**src/rtl/lfsr_pkg.sv**
```systemverilog
package lfsr_pkg;

    // Maximum supported register width for the tap table
    localparam int MAX_WIDTH = 64;

    // Zero-indexed tap positions encoded as a bit mask, per supported width
    function automatic logic [MAX_WIDTH-1:0] tap_mask(input int width);
        logic [MAX_WIDTH-1:0] m;
        m = '0;
        case (width)
            4:  m[3:0]  = 4'b1100;
            8:  m[7:0]  = 8'hB8;
            16: m[15:0] = 16'hD008;
            32: m[31:0] = 32'h8020_0003;
            default: m = '0;
        endcase
        return m;
    endfunction

    function automatic bit width_supported(input int width);
        return (width == 4) || (width == 8) || (width == 16) || (width == 32);
    endfunction

endpackage

```
**src/rtl/lfsr_feedback.sv**
```systemverilog
// Inverted parity over the tapped bits of the register
module lfsr_feedback #(
    parameter int               WIDTH    = 4,
    parameter logic [WIDTH-1:0] TAP_MASK = '0
) (
    input  logic [WIDTH-1:0] state_in,
    output logic             fb_bit
);
    logic [WIDTH-1:0] tapped;

    for (genvar i = 0; i < WIDTH; i++) begin : g_tap
        assign tapped[i] = state_in[i] & TAP_MASK[i];
    end

    assign fb_bit = ~(^tapped);
endmodule

```
**src/rtl/lfsr_seed_match.sv**
```systemverilog
// Bitwise equality between the register and the live seed word
module lfsr_seed_match #(
    parameter int WIDTH = 4
) (
    input  logic [WIDTH-1:0] lhs,
    input  logic [WIDTH-1:0] rhs,
    output logic             equal
);
    logic [WIDTH-1:0] bit_eq;

    for (genvar i = 0; i < WIDTH; i++) begin : g_eq
        assign bit_eq[i] = ~(lhs[i] ^ rhs[i]);
    end

    assign equal = &bit_eq;
endmodule

```
**src/rtl/xnor_lfsr.sv**
```systemverilog
module xnor_lfsr #(
    parameter int WIDTH = 4
) (
    input  logic             clk,
    input  logic             rst,
    input  logic             step_en,
    input  logic             seed_load,
    input  logic [WIDTH-1:0] seed_word,
    output logic [WIDTH-1:0] state_out,
    output logic             run_done
);
    localparam logic [lfsr_pkg::MAX_WIDTH-1:0] TAP_ALL = lfsr_pkg::tap_mask(WIDTH);
    localparam logic [WIDTH-1:0]               TAPS    = TAP_ALL[WIDTH-1:0];

    if (!lfsr_pkg::width_supported(WIDTH)) begin : g_bad_width
        $error("xnor_lfsr: WIDTH %0d has no maximum-length tap set", WIDTH);
    end

    typedef struct packed {
        logic [WIDTH-1:0] shreg;
    } lfsr_state_t;

    lfsr_state_t cur_q;
    lfsr_state_t nxt_d;
    logic        fb_d;
    logic        match_d;

    lfsr_feedback #(
        .WIDTH   (WIDTH),
        .TAP_MASK(TAPS)
    ) u_feedback (
        .state_in(cur_q.shreg),
        .fb_bit  (fb_d)
    );

    lfsr_seed_match #(
        .WIDTH(WIDTH)
    ) u_match (
        .lhs  (cur_q.shreg),
        .rhs  (seed_word),
        .equal(match_d)
    );

    always_comb begin
        nxt_d = cur_q;
        if (rst) begin
            nxt_d.shreg = '0;
        end else if (seed_load) begin
            nxt_d.shreg = seed_word;
        end else if (step_en) begin
            nxt_d.shreg = {cur_q.shreg[WIDTH-2:0], fb_d};
        end
    end

    always_ff @(posedge clk) begin
        cur_q <= nxt_d;
    end

    assign state_out = cur_q.shreg;
    assign run_done  = match_d;
endmodule

```
**config.mk**
```make
export PLATFORM = sky130hd
export DESIGN_NAME = xnor_lfsr
export DESIGN_NICKNAME = d
export VERILOG_FILES = /design/src/rtl/lfsr_pkg.sv /design/src/rtl/lfsr_feedback.sv /design/src/rtl/lfsr_seed_match.sv /design/src/rtl/xnor_lfsr.sv
export SDC_FILE = /design/constraint.sdc
export NUM_CORES = 1
export LEC_CHECK = 0
export BUFFER_PORTS_ARGS = -buffer_cell sky130_fd_sc_hd__buf_4
export CAP_MARGIN = 30
export CORE_AREA = 2 2 39 41
export CTS_CLUSTER_DIAMETER = 100
export DETAILED_ROUTE_END_ITERATION = 16
export DIE_AREA = 0 0 41 43
export SLEW_MARGIN = 30
export SYNTH_ARGS = -nofsm -noshare
export SYNTH_HDL_FRONTEND = slang
export SYNTH_SLANG_ARGS = --single-unit
```
**constraint.sdc**
```tcl
create_clock -name clk -period 0.9 [get_ports clk]
set_input_delay 0.27 -clock clk [delete_from_list [all_inputs] [get_ports clk]]
set_output_delay 0.27 -clock clk [all_outputs]
set_load 0.1 [all_outputs]
```
* Word-level counts from Yosys, hierarchy flattened
Index checks and enable logic that the tools add are counted.
** Storage, ports and cells
- Bits of input ports :: 8
- Logic and storage cells :: 15
- Flip-flop bits (word level) :: 4
- Output and inout bits :: 5
** Cells by class
- Bitwise operators :: 9
- Multiplexer cells :: 2
- Reductions and logical operators :: 3
** Operators by type and width (count)
- two-way mux 4 bit :: 2
- inverter 1 bit :: 5
- AND reduction 4 bit :: 1
- XOR reduction 4 bit :: 1
- bitwise XOR 1 bit :: 4
- nonzero test 2 bit :: 1

* Depth between registers and ports, before layout
Gate-level depths: netlist of the first run.
- Depth in word-level cells :: 4
- Gate-level depth with buffers :: 3
- Gate-level depth less buffers :: 3

* Modules after synthesis
Synthesis of the first run repeated with hierarchy kept, for this count alone.
** Second synthesis, totals
- Cells, all modules :: 24
- Area total of the unflattened synthesis :: 246.5 um^2
** By module, submodules not included
- xnor_lfsr :: area an instance 190.2 um^2, cells an instance 18, times used 1, seq. area each 80.1 um^2
- lfsr_seed_match :: area an instance 47.5 um^2, cells an instance 5, times used 1, seq. area each 0.0 um^2
- lfsr_feedback :: area an instance 8.8 um^2, cells an instance 1, times used 1, seq. area each 0.0 um^2

* Worst setup path before layout of the first run
Ideal clock, no wire load.
- Path type :: reg-to-output
- Start point :: register cur_q (netlist bit state_out[0])
- End point :: output run_done
- Setup slack :: -3.432 ns
- Data arrival time :: 4.062 ns
- Stages on the path, launching flop included :: 3
- Buffers on the path :: 0
- Cells stage by stage :: dfxtp_1 -> xor2_1 -> nor4_1
** On the way
- Word-level cells in the longest chain between the ends :: 3
** RTL lines
- from (decl) :: line xnor_lfsr.sv:23 : lfsr_state_t cur_q;
- from (signal assigned) :: line xnor_lfsr.sv:56 : cur_q <= nxt_d;
- bitwise XOR 1 bit :: line lfsr_seed_match.sv:12 : assign bit_eq[i] = ~(lhs[i] ^ rhs[i]);
- inverter 1 bit :: line lfsr_seed_match.sv:12
- AND reduction 4 bit :: line lfsr_seed_match.sv:15 : assign equal = &bit_eq;
- to (decl) :: line xnor_lfsr.sv:10 : output logic run_done
No other way between the ends.

* Worst setup path in the final report of the first run
- Start point :: register cur_q (netlist bit state_out[1])
- End point :: output run_done
The elaborated chain is that of the path after synthesis.

==> impl_metrics.csv, run 1 <==
group,metric,value,unit
clock_network,clock_latency,230,ps
floorplan,die_x,41,µm
floorplan,die_h,43,µm
timing,final.setup.tns,-2520,ps
route,drt_iter0_drc,0,
placement,dpl_worst_slack,-522,ps
global_routing,grt_pass1_vias,283,
floorplan,start_util,0.175,
clock_network,cts.path.max_buffers,2,
placement,portBuffers,12,
logic_synthesis,ys_seq_area_frac,0.332,
global_routing,grt_start_max_net_pins,6,
setup_path,start_kind,"flip-flop",
setup_path,cp-end-kind,"output pin",
power,p_per_area,1340,nW/µm²
clock_network,cts.sink_count,4,
cells_and_area,nets,59,
cells_and_area,fin_util,0.425,
power,p_leak,0.276,nW
floorplan,core,1380,µm²
timing,min_period_over_period,1.70,
timing,setup_violations,9,
floorplan,ios,13,
timing,final.setup.worst_slack,-626,ps
setup_path,crit_path_max_fanout,2,
floorplan,dieArea,1760,µm²
setup_path,crit_type,"flip-flop to output pin",
route,vias_per_cell,3.94,
clock_network,numCtsBuffers,3,
timing,slew_headroom,0.799,
timing,holdWs,218,ps
cells_and_area,most-common-layout-cells,"buf_4 (13), buf_6 (5), buf_12 (4), dfxtp_4 (4)",
clock_network,cts_tree,"done",
cells_and_area,syn2layout_area_growth,144,%
run_status,status,"finished with violations",
global_routing,antenna_found_initial,0,
cells_and_area,n_antenna_cell,0,
global_routing,grt_overflow,0,
run_status,failed_checks,"setup timing",
logic_synthesis,synth_area_per_cell,9.66,µm²
logic_synthesis,yosys_warnings,0,
logic_synthesis,synth_top_area_cell,"dfxtp_1",
timing,rsz0062_at_grt,"true",
logic_synthesis,ys_ff_latch,4,
timing,fin_crit,1530,ps
cells_and_area,final_layout_size_suffix_gt1_frac,0.755,
global_routing,grt_pass1_wl,1110,µm
logic_synthesis,synthesis.nets,33,
hold_path,min_path_type,"primary input to flip-flop",
timing,skew,1.41,ps
clock_network,holdBufCountCts,0,
route,vias,256,
timing,tightestPinTransition,301,ps
setup_path,r2r_slack,-260,ps
logic_synthesis,syn_area,241,µm²
cells_and_area,final_common_cell,"buf_4",
timing,max_freq,655,MHz
setup_path,crit_required,630,ps
route,drt-total-wl,674,µm
power,peakVddDrop,0.505,mV
cells_and_area,largest_reg_flops,4,
setup_path,arrival,1260,ps
route,ant_nets,0,
floorplan,rows,14,
logic_synthesis,syn_inst,25,
logic_synthesis,netlist_top_cells_area,"dfxtp_1 (33%), xor2_1 (15%), mux2_1 (14%)",
placement,dp_cells,59,
placement,routabilityCongestion,0.632,
clock_network,cts_root_buffer,"clkbuf_4",
clock_network,htreeDepth,1,
logic_synthesis,synthDistinctLibCells,12,
route,dr.pass1.iters,1,
cells_and_area,layout.cells.non_filler,65,
cells_and_area,fillCellCount,135,
logic_synthesis,synth_top_area_frac,0.332,
timing,hold_viol,0,
clock_network,path_clk_slew,40,ps
route,wl_per_cell,10.4,µm
route,post-route-drc-count,0,
timing,drv_slew,0,
run,drv_cap,0,
global_routing,track_usage,0.102,
[worst max-delay path, cell delays in order, from the launching register on]
cell and delay, ps:
dfxtp_4 350, xor2_4 160, nor4_4 260, buf_6 260
[synth_stat cells]
| cell type | n |
|---|---|
| xor2_1 | 4 |
| inv_1 | 2 |
| xnor2_1 | 1 |
| nor2_1 | 3 |
| nor4_1 | 1 |
| clkbuf_2 | 1 |
| a221oi_2 | 1 |
| mux2i_1 | 3 |
| dfxtp_1 | 4 |
| mux2_1 | 3 |
| nand2_1 | 1 |
| a21oi_1 | 1 |
[layer usage]
layer	share of wire	vias to the layer above	global-route usage
met5	0	-	0
met4	0	0	0.0800
met3	0.080	0	0.0471
met2	0.56	8	0.150
met1	0.35	117	0.106
li1	-	131	-
[final cells by class]
type                            count  area (µm²)  area share
Clock buffer                        3        22.5      0.0383
Multi-Input combinational cell     18         209       0.355
Inverter                            2        7.51      0.0128
Sequential cell                     4        95.1       0.162
Tap cell                           16        20.0      0.0340
Timing Repair Buffer               22         234       0.398
[path summary, 6_finish.rpt]
path | start | endpoint | cells past startpoint
worst max-delay path | state_out[1]$_SDFFE_PP0P_ | run_done | 3
worst min-delay path | rst | state_out[0]$_SDFFE_PP0P_ | 2
worst max register to register | state_out[2]$_SDFFE_PP0P_ | state_out[0]$_SDFFE_PP0P_ | 6
worst min register to register | state_out[0]$_SDFFE_PP0P_ | state_out[0]$_SDFFE_PP0P_ | 3
[metrics by stage]
stage,power [mW],instance area [µm²]
2_1_floorplan,0.393,283
3_5_place_dp,0.486,440
6_report,0.789,588
4_1_cts,0.806,588
5_1_grt,0.833,588
3_3_place_gp,0.485,440
[cell families after synthesis]
family,Yosys count,synth area share
flops,4,0.332
mux,6,0.264
xor+xnor,5,0.181
buf+inv,3,0.0518
simple gates,5,0.0881
compound gates,2,0.0829
[repair_timing]
| item | 4_1_cts | 5_1_grt |
|---|---|---|
| gates resized for setup | 22 | 1 |
| setup endpoints to repair | 9 | 9 |
| buffers inserted | 3 | 1 |
| hold endpoints to repair | 0 | 0 |
| pin swaps | 3 | 0 |
[report_power, final]
group / leakage (nW) / switching (mW) / internal, mW
Sequential: 0.0357 / 0.0126 / 0.188
Clock: 0.0138 / 0.0709 / 0.149
Combinational: 0.227 / 0.199 / 0.169
(Power assumes the default switching activity.)
==> inputs of run 2 (changes only) <==
clock period = 1.85 ns   (was 0.9 ns; I/O delays follow)
==> run 2 against run 1 <==
Net effect: the flow still finishes with violations (setup timing); critical path depth rose by 1; power fell by 57%; clock power fell by 54%.
==> impl_metrics.csv, run 2 (synthesized netlist as in run 1, its figures left out) <==
group,metric,value,unit
timing,final.setup.worst_slack,-41.4,ps
power,peakVddDrop,0.243,mV
timing,final.setup.tns,-41.4,ps
floorplan,die_h,43,µm
run_status,failed_checks,"setup timing",
setup_path,cp-end-kind,"output pin",
floorplan,ios,13,
route,post-route-drc-count,0,
clock_network,cts_tree,"done",
floorplan,dieArea,1760,µm²
cells_and_area,n_antenna_cell,0,
global_routing,grt_overflow,0,
route,dr.pass1.iters,1,
run_status,status,"finished with violations",
clock_network,holdBufCountCts,0,
timing,tightestPinTransition,278,ps
clock_network,cts.sink_count,4,
cells_and_area,most-common-layout-cells,"buf_4 (10), dfxtp_4 (4)",
cells_and_area,final_layout_size_suffix_gt1_frac,0.625,
global_routing,grt_pass1_vias,223,
cells_and_area,syn2layout_area_growth,93.3,%
floorplan,core,1380,µm²
placement,portBuffers,12,
route,vias_per_cell,4.09,
cells_and_area,nets,50,
setup_path,crit_required,1290,ps
global_routing,antenna_found_initial,0,
route,drt-total-wl,529,µm
hold_path,min_path_type,"primary input to flip-flop",
floorplan,rows,14,
cells_and_area,final_common_cell,"buf_4",
timing,drv_slew,0,
timing,fin_crit,1890,ps
route,wl_per_cell,9.45,µm
clock_network,cts_root_buffer,"clkbuf_4",
clock_network,cts_setup_buffers,0,
clock_network,path_clk_slew,30,ps
run,drv_cap,0,
floorplan,start_util,0.175,
timing,hold_viol,0,
cells_and_area,largest_reg_flops,4,
timing,min_period_over_period,1.02,
setup_path,worstRegToRegCells,3,
global_routing,grt_pass1_wl,793,µm
clock_network,htreeDepth,1,
route,drt_iter0_drc,0,
clock_network,clock_latency,230,ps
global_routing,track_usage,0.0684,
floorplan,die_x,41,µm
timing,skew,0.263,ps
timing,max_freq,529,MHz
power,p_per_area,720,nW/µm²
setup_path,crit_path_max_fanout,2,
clock_network,numCtsBuffers,3,
timing,setup_violations,1,
timing,slew_headroom,0.816,
setup_path,timing.rr.start,"state_out[2]$_SDFFE_PP0P_",
power,total_power,0.336,mW
placement,routabilityCongestion,0.632,
setup_path,r2r_slack,890,ps
setup_path,crit_type,"primary input to output pin",
route,vias,229,
clock_network,cts.path.max_buffers,2,
timing,rsz0062_at_grt,"true",
power,p_leak,0.210,nW
setup_path,arrival,1340,ps
placement,dp_cells,53,
setup_path,rr_endpoint,"state_out[3]$_SDFFE_PP0P_",
route,ant_nets,0,
setup_path,worstSetupStartpoint,"seed_word[1]",
cells_and_area,layout.cells.non_filler,56,
setup_path,start_kind,"primary input",
global_routing,grt_start_max_net_pins,6,
setup_path,critPathCapture,"run_done",
-- run 2: how the worst min path moves through the flow --
stage / start / endpoint / slack, ps / cells after the start
6_report: rst / state_out[0]$_SDFFE_PP0P_ / 510 / 2
3_5_place_dp: state_out[3]$_SDFFE_PP0P_ / state_out[0]$_SDFFE_PP0P_ / 580 / 3
2_1_floorplan: rst / state_out[0]$_SDFFE_PP0P_ / 610 / 1
5_1_grt: rst / state_out[0]$_SDFFE_PP0P_ / 510 / 2
4_1_cts: rst / state_out[0]$_SDFFE_PP0P_ / 500 / 2
3_3_place_gp: state_out[3]$_SDFFE_PP0P_ / state_out[0]$_SDFFE_PP0P_ / 580 / 3
-- run 2: where the power goes --
| part | internal [mW] | total [mW] | switching, mW |
|---|---|---|---|
| sequential | 0.0920 | 0.103 | 0.0112 |
| clock | 0.0722 | 0.102 | 0.0301 |
| combinational | 0.0472 | 0.131 | 0.0834 |
| total | 0.211 | 0.336 | 0.125 |
-- run 2: worst max-delay path, cell delays in order --
cell    delay, ps
buf_8         100
xor2_4        150
nor4_4        270
buf_6         260
-- run 2: area by class of cell --
type                    instances  area, µm²
clock buffers                   3       22.5
fillers                       149        917
inverters                       2       7.51
multi-input cells              18        209
flip-flops and latches          4       95.1
well taps                      16       20.0
repair buffers                 13        113
-- run 2: layer usage --
| metal | GRT usage | vias to the layer above | routed length [µm] |
|---|---|---|---|
| met5 | 0 | - | 0 |
| met4 | 0.0600 | 0 | 0 |
| met3 | 0.0157 | 0 | 34 |
| met2 | 0.103 | 6 | 295 |
| met1 | 0.0744 | 109 | 198 |
| li1 | - | 114 | - |
-- run 2: timing repair --
action                     CTS  global route
gates cloned                 0             0
pin swaps                    1             1
resized for setup            4             3
setup endpoints to repair    1             1
-- run 2: per-stage QoR --
step	hold slack (ps)	area, µm²	utilization	setup slack, ps
global route	508	467	0.337	-70.1
global placement	580	403	0.291	-118
floorplan	612	290	-	-519
finish	509	467	0.337	-41.4
CTS	500	448	0.324	-54.4
detailed placement	585	403	0.291	-122
